`config.mk`:
```
export PLATFORM = sky130hd
export DESIGN_NAME = updown_tally
export DESIGN_NICKNAME = d
export VERILOG_FILES = /design/src/rtl/tally_pkg.sv /design/src/rtl/tally_edge.sv /design/src/rtl/tally_accum.sv /design/src/rtl/tally_preset.sv /design/src/rtl/tally_cmp.sv /design/src/rtl/updown_tally.sv
export SDC_FILE = /design/constraint.sdc
export NUM_CORES = 1
export LEC_CHECK = 0
export ABC_AREA = 1
export CAP_MARGIN = 20
export CORE_AREA = 10 10 108 110
export CTS_CLUSTER_DIAMETER = 200
export DETAILED_ROUTE_END_ITERATION = 8
export DIE_AREA = 0 0 118 120
export PLACE_DENSITY = 0.58
export SLEW_MARGIN = 20
export SYNTH_ARGS = -nofsm -noshare
export SYNTH_HDL_FRONTEND = slang
export SYNTH_HIERARCHICAL = 1
export SYNTH_SLANG_ARGS = --single-unit
```
`constraint.sdc`:
```
create_clock -name clk -period 1.74 [get_ports clk]
set_input_delay 0.348 -clock clk [delete_from_list [all_inputs] [get_ports clk]]
set_output_delay 0.348 -clock clk [all_outputs]
set_load 0.1 [all_outputs]
```
`src/rtl/tally_pkg.sv`:
```
package tally_pkg;
  localparam int CNT_W = 16;
  localparam int NUM_IN = 2;
  localparam int UP_IDX = 0;
  localparam int DN_IDX = 1;

  typedef enum logic [1:0] {
    EV_NONE = 2'b00,
    EV_UP   = 2'b01,
    EV_DN   = 2'b10,
    EV_BOTH = 2'b11
  } step_ev_e;

  function automatic step_ev_e make_ev(input logic up, input logic dn);
    return step_ev_e'({dn, up});
  endfunction
endpackage

```
`src/rtl/tally_edge.sv`:
```
module tally_edge #(
  parameter int NCH = 2
) (
  input  logic           clk,
  input  logic           rst,
  input  logic [NCH-1:0] lvl,
  output logic [NCH-1:0] rise,
  output logic [NCH-1:0] held
);
  generate
    for (genvar g = 0; g < NCH; g++) begin : g_ch
      logic last_q;
      // Reset loads the live level, so a held input gives no edge after reset.
      always_ff @(posedge clk) begin
        last_q <= lvl[g];
      end
      assign rise[g] = lvl[g] & ~last_q & ~rst;
      assign held[g] = last_q;

      assert_rise_once_R1: assert property (@(posedge clk) disable iff (rst)
        rise[g] |=> !rise[g])
        else $error("edge repeated on channel %0d", g);
    end
  endgenerate
endmodule

```
`src/rtl/tally_accum.sv`:
```
module tally_accum
  import tally_pkg::*;
#(
  parameter int W = CNT_W
) (
  input  logic         clk,
  input  logic         rst,
  input  step_ev_e     ev,
  output logic [W-1:0] acc_q,
  output logic         ovf_q,
  output logic         unf_q
);
  localparam logic [W-1:0] ACC_MAX = {1'b0, {(W-1){1'b1}}};
  localparam logic [W-1:0] ACC_MIN = {1'b1, {(W-1){1'b0}}};
  localparam logic [W-1:0] ONE     = {{(W-1){1'b0}}, 1'b1};

  always_ff @(posedge clk) begin
    if (rst) begin
      acc_q <= '0;
      ovf_q <= 1'b0;
      unf_q <= 1'b0;
    end else begin
      unique case (ev)
        EV_UP: begin
          if (acc_q == ACC_MAX) begin
            acc_q <= ACC_MIN;
            ovf_q <= 1'b1;
          end else begin
            acc_q <= acc_q + ONE;
          end
        end
        EV_DN: begin
          if (acc_q == ACC_MIN) begin
            acc_q <= ACC_MAX;
            unf_q <= 1'b1;
          end else begin
            acc_q <= acc_q - ONE;
          end
        end
        default: ;
      endcase
    end
  end

  assert_up_step_R1: assert property (@(posedge clk) disable iff (rst)
    (ev == EV_UP && acc_q != ACC_MAX) |=> acc_q == $past(acc_q) + ONE)
    else $error("up step wrong");
  assert_dn_step_R2: assert property (@(posedge clk) disable iff (rst)
    (ev == EV_DN && acc_q != ACC_MIN) |=> acc_q == $past(acc_q) - ONE)
    else $error("down step wrong");
  assert_both_hold_R3: assert property (@(posedge clk) disable iff (rst)
    (ev == EV_BOTH || ev == EV_NONE) |=> $stable(acc_q))
    else $error("accumulator moved without single edge");
  assert_ovf_wrap_R5: assert property (@(posedge clk) disable iff (rst)
    (ev == EV_UP && acc_q == ACC_MAX) |=> (acc_q == ACC_MIN && ovf_q))
    else $error("overflow wrap wrong");
  assert_ovf_sticky_R5: assert property (@(posedge clk) disable iff (rst)
    ovf_q |=> ovf_q)
    else $error("overflow flag dropped");
  assert_unf_wrap_R6: assert property (@(posedge clk) disable iff (rst)
    (ev == EV_DN && acc_q == ACC_MIN) |=> (acc_q == ACC_MAX && unf_q))
    else $error("underflow wrap wrong");
  assert_unf_sticky_R6: assert property (@(posedge clk) disable iff (rst)
    unf_q |=> unf_q)
    else $error("underflow flag dropped");

  logic rst_seen_q = 1'b0;
  always_ff @(posedge clk) begin
    rst_seen_q <= rst;
    if (rst_seen_q && !rst) begin
      assert_rst_clear_R8: assert (acc_q == '0 && !ovf_q && !unf_q)
        else $error("reset did not clear state");
    end
  end
endmodule

```
`src/rtl/tally_preset.sv`:
```
module tally_preset #(
  parameter int          W    = 16,
  parameter logic [W-1:0] INIT = '0
) (
  input  logic         clk,
  input  logic         we,
  input  logic [W-1:0] din,
  output logic [W-1:0] q
);
  logic [W-1:0] q_r = INIT;
  always_ff @(posedge clk) begin
    if (we) q_r <= din;
  end
  assign q = q_r;
endmodule

```
`src/rtl/tally_cmp.sv`:
```
module tally_cmp #(
  parameter int W = 16
) (
  input  logic [W-1:0] lhs,
  input  logic [W-1:0] rhs,
  output logic         ge
);
  assign ge = $signed(lhs) >= $signed(rhs);
endmodule

```
`src/rtl/updown_tally.sv`:
```
module updown_tally
  import tally_pkg::*;
#(
  parameter int               WIDTH       = CNT_W,
  parameter logic [WIDTH-1:0] PRESET_INIT = '0
) (
  input  logic             clk,
  input  logic             rst,
  input  logic             cnt_up,
  input  logic             cnt_dn,
  input  logic             preset_we,
  input  logic [WIDTH-1:0] preset_din,
  output logic [WIDTH-1:0] acc,
  output logic [WIDTH-1:0] preset,
  output logic             up_stat,
  output logic             dn_stat,
  output logic             done,
  output logic             ovf,
  output logic             unf
);
  logic [NUM_IN-1:0] lvl, rise, held;
  step_ev_e ev;

  assign lvl[UP_IDX] = cnt_up;
  assign lvl[DN_IDX] = cnt_dn;

  tally_edge #(.NCH(NUM_IN)) u_edge (
    .clk(clk), .rst(rst), .lvl(lvl), .rise(rise), .held(held)
  );

  assign ev = make_ev(rise[UP_IDX], rise[DN_IDX]);

  tally_accum #(.W(WIDTH)) u_accum (
    .clk(clk), .rst(rst), .ev(ev), .acc_q(acc), .ovf_q(ovf), .unf_q(unf)
  );

  tally_preset #(.W(WIDTH), .INIT(PRESET_INIT)) u_preset (
    .clk(clk), .we(preset_we), .din(preset_din), .q(preset)
  );

  tally_cmp #(.W(WIDTH)) u_cmp (
    .lhs(acc), .rhs(preset), .ge(done)
  );

  assign up_stat = held[UP_IDX];
  assign dn_stat = held[DN_IDX];

  assert_preset_hold_R9: assert property (@(posedge clk) disable iff (rst)
    !preset_we |=> $stable(preset))
    else $error("preset changed without write");
  assert_preset_load_R9: assert property (@(posedge clk) disable iff (rst)
    preset_we |=> preset == $past(preset_din))
    else $error("preset write lost");
endmodule

```
==> metrics.yaml <==
most_used_standard_cells_in_the_synthesized_netlist: "nand2_1, inv_1, nor2_1"
clock_skew_ns: 0.0164
share_of_the_synthesized_area_in_the_top_cell_type_pct: 17.1
min_period_over_period_pct: 122
run_status: "complete, but fails checks"
die-area_mm2: 0.0142
syn_area_per_cell_um2: 6.87
largest_delay_contributor_family_on_the_critical_path: "simple AND/OR/NAND/NOR gates"
worstPathRequired_ns: 1.39
setup_viol: 1
syn_nets: 450
peak_vdd_ir_mv: 0.438
slew-limit-headroom_pct: 82.6
power.static_leakage_nw: 2.14
synth_seq_area_share_pct: 31.4
finalHoldViolCount: 0
clkLatencyLatePin_ns: 0.30
grt_setup_unrepaired: "true"
finalWorstPathRequiredPeriod_ns: 2.13
worst-path-buf-inv: 2
global_route_wire_length_before_repair_mm: 15.0
setup.worst_path.start_class: "register"
numClockSinks: 36
finalInstanceArea_mm2: 0.00460
final_antenna_net_count: 0
cts_tree: "yes"
critPathKind: "register to primary output"
power_w: 0.00347
initial_utilization_pct: 29.4
hold_path_class: "register to register"
dpl-instance-area_mm2: 0.00430
netlist-cell-type-count: 34
cts.root.buffer_cell: "clkbuf_8"
worst-slew-pin-transition_ns: 0.261
synth.area.top_cells: "edfxtp_1, nand2_1, dfxtp_1"
ios: 58
gpl.final_weighted_congestion: 0.909
timing.hold.ws_ns: 0.497
largest_net_degree_at_the_start_of_global_routing: 17
grt-ovfl-total: 0
drc_viols: 0
final_core_util_pct: 48.2
antenna_found_initial: 0
cp_cell_sequence: "inv_1, ha_1, nand2_1, nor2_1, a21oi_2, nand3_1, nand3_4, buf_12"
max-clock-path-buffers: 2
crit_fanout: 2
cells_after_synth: 408
critical-path-slowest-cell: "edfxtp_1"
die_w_um: 118
violations: "negative setup slack"
initialDrtViolationCount: 241
drt_pre_antenna_iters: 5
synth.cell_area_mm2: 0.00280
grt_pass1_vias: 2976
synthFlopType: "dfxtp_1"
antenna_cells: 0
post-route-worst-setup-slack_ns: -0.386
ys_async_sr_fraction_pct: 0
finalMaxSlewViolations: 0
layout-drive-gt1-share_pct: 35.8
max_stage_delay_ns: 0.40
routed_wirelength_mm: 9.27
synthMostInstantiatedCell: "nand2_1"
core_region_area_mm2: 0.00955
worstSetupEndpointType: "primary output"
fmax_mhz: 470
area_overhead_of_the_layout_relative_to_synthesis_pct: 64.2
numCtsBuffers: 5
number_of_enable_type_register_cells_in_the_synthesized_netlist: 16
clkTransAtPathRegs_ns: 0.09
nets: 555
synth-warning-count: 6
num_rows: 36
global_route_usage_over_all_layers_pct: 12.9
cts.htree.levels: 2
powerDensity_mw_per_mm2: 753
vias_after_detailed_routing: 3005
max_cap_violations: 0
drt-wirelength-per-cell_um: 14.3
ys_seq_elements: 36
io_buffers: 57
crit_arrival_ns: 1.78
fin_tns_setup_ns: -0.386
hpwl_dp_mm: 7.19
yosysTopAreaCell: "edfxtp_1"
die_y_um: 120
via_per_inst: 4.64
[what timing repair did]
action,CTS,global route
hold buffers,0,0
cloned,0,0
setup endpoints to repair,7,17
setup buffers,0,3
resized for setup,12,45
hold endpoints to repair,0,0
pin swaps,2,8
[area by class of cell]
class	instances	area, µm²
timing repair buffer	111	1390
clock buffer	6	72.6
fill	954	4950
clock inverter	2	11.3
tap	133	166
sequential	36	911
multi-input combinational	296	1810
inverter	63	245
[path summary, 6_finish.rpt]
check,start,slack (ns),depth (start not counted),end
hold reg to reg,u_accum/unf_q,0.50,2,u_accum/unf_q
setup reg to reg,u_accum/acc_q[0],0.07,10,u_accum/acc_q[5]
hold / removal,u_accum/unf_q,0.50,2,u_accum/unf_q
setup / recovery,u_preset/q[13],-0.39,8,done
[per-layer routing]
layer / vias to the layer above / global-route usage [%] / wire, µm
met5: - / 0 / 0
met4: 0 / 3.48 / 180
met3: 18 / 4.13 / 889
met2: 132 / 21.9 / 4410
met1: 1341 / 15.3 / 3790
li1: 1514 / - / -
[report_power, final]
group          switching (W)  total [W]  internal [W]
Sequential         0.0000487    0.00100      0.000955
Clock               0.000348   0.000627      0.000279
Combinational        0.00115    0.00184      0.000688
Total                0.00155    0.00347       0.00192
[registers in the layout, summed over array words and instances (netlist names)]
name	flops
u_edge/g_ch.last_q	2
u_accum/unf_q	1
u_accum/acc_q	16
u_preset/q	16
u_accum/ovf_q	1
[tightest hold or removal path, cell delays in order (launching register included)]
cell     delay [ns]
dfxtp_1        0.35
inv_1          0.06
a21oi_1        0.05
[cells in the final DEF (no fill, tap or decap), types with 4 or more instances in the layout]
cell             netlist  routed
nand2_1              107     101
inv_1                 59      51
buf_4                  3      48
buf_12                 0      39
nand3_1               34      34
nor2_1                41      32
a21oi_1               29      26
clkdlybuf4s50_1        0      19
edfxtp_1              16      16
nor2_2                 9      14
ha_1                  21      12
dfxtp_2                0      12
nor2_4                 7      11
inv_2                  3      10
nand2_2                6       9
o21ai_0               14       9
o21ai_1                3       8
ha_4                   0       7
clkbuf_8               0       5
buf_6                  2       4
xor2_1                 4       4
nand2_4                1       4
nand4_1                4       4
a21oi_2                1       4
dfxtp_4                0       4
dfxtp_1               20       4
[per-stage QoR]
| step | setup WS, ns | instances |
|---|---|---|
| floorplan | -0.708 | 408 |
| global placement | -0.289 | 637 |
| detailed placement | -0.340 | 637 |
| CTS | -0.408 | 645 |
| global route | -0.533 | 647 |
| finish | -0.386 | 647 |
[logic make-up (layout without fill, tap and decap cells)]
logic type                 Yosys count  after routing  share of synthesized area (%)
and+or+nand+nor                    219            219                           36.6
DFF                                 36             36                           31.4
adders and majority gates           21             21                           9.37
xor gates and xnor gates             5              5                           1.56
AOI/OAI and AO/OA                   51             51                           9.73
buffers and inverters               76            182                           11.3
Power figures use the tool's default switching activity.
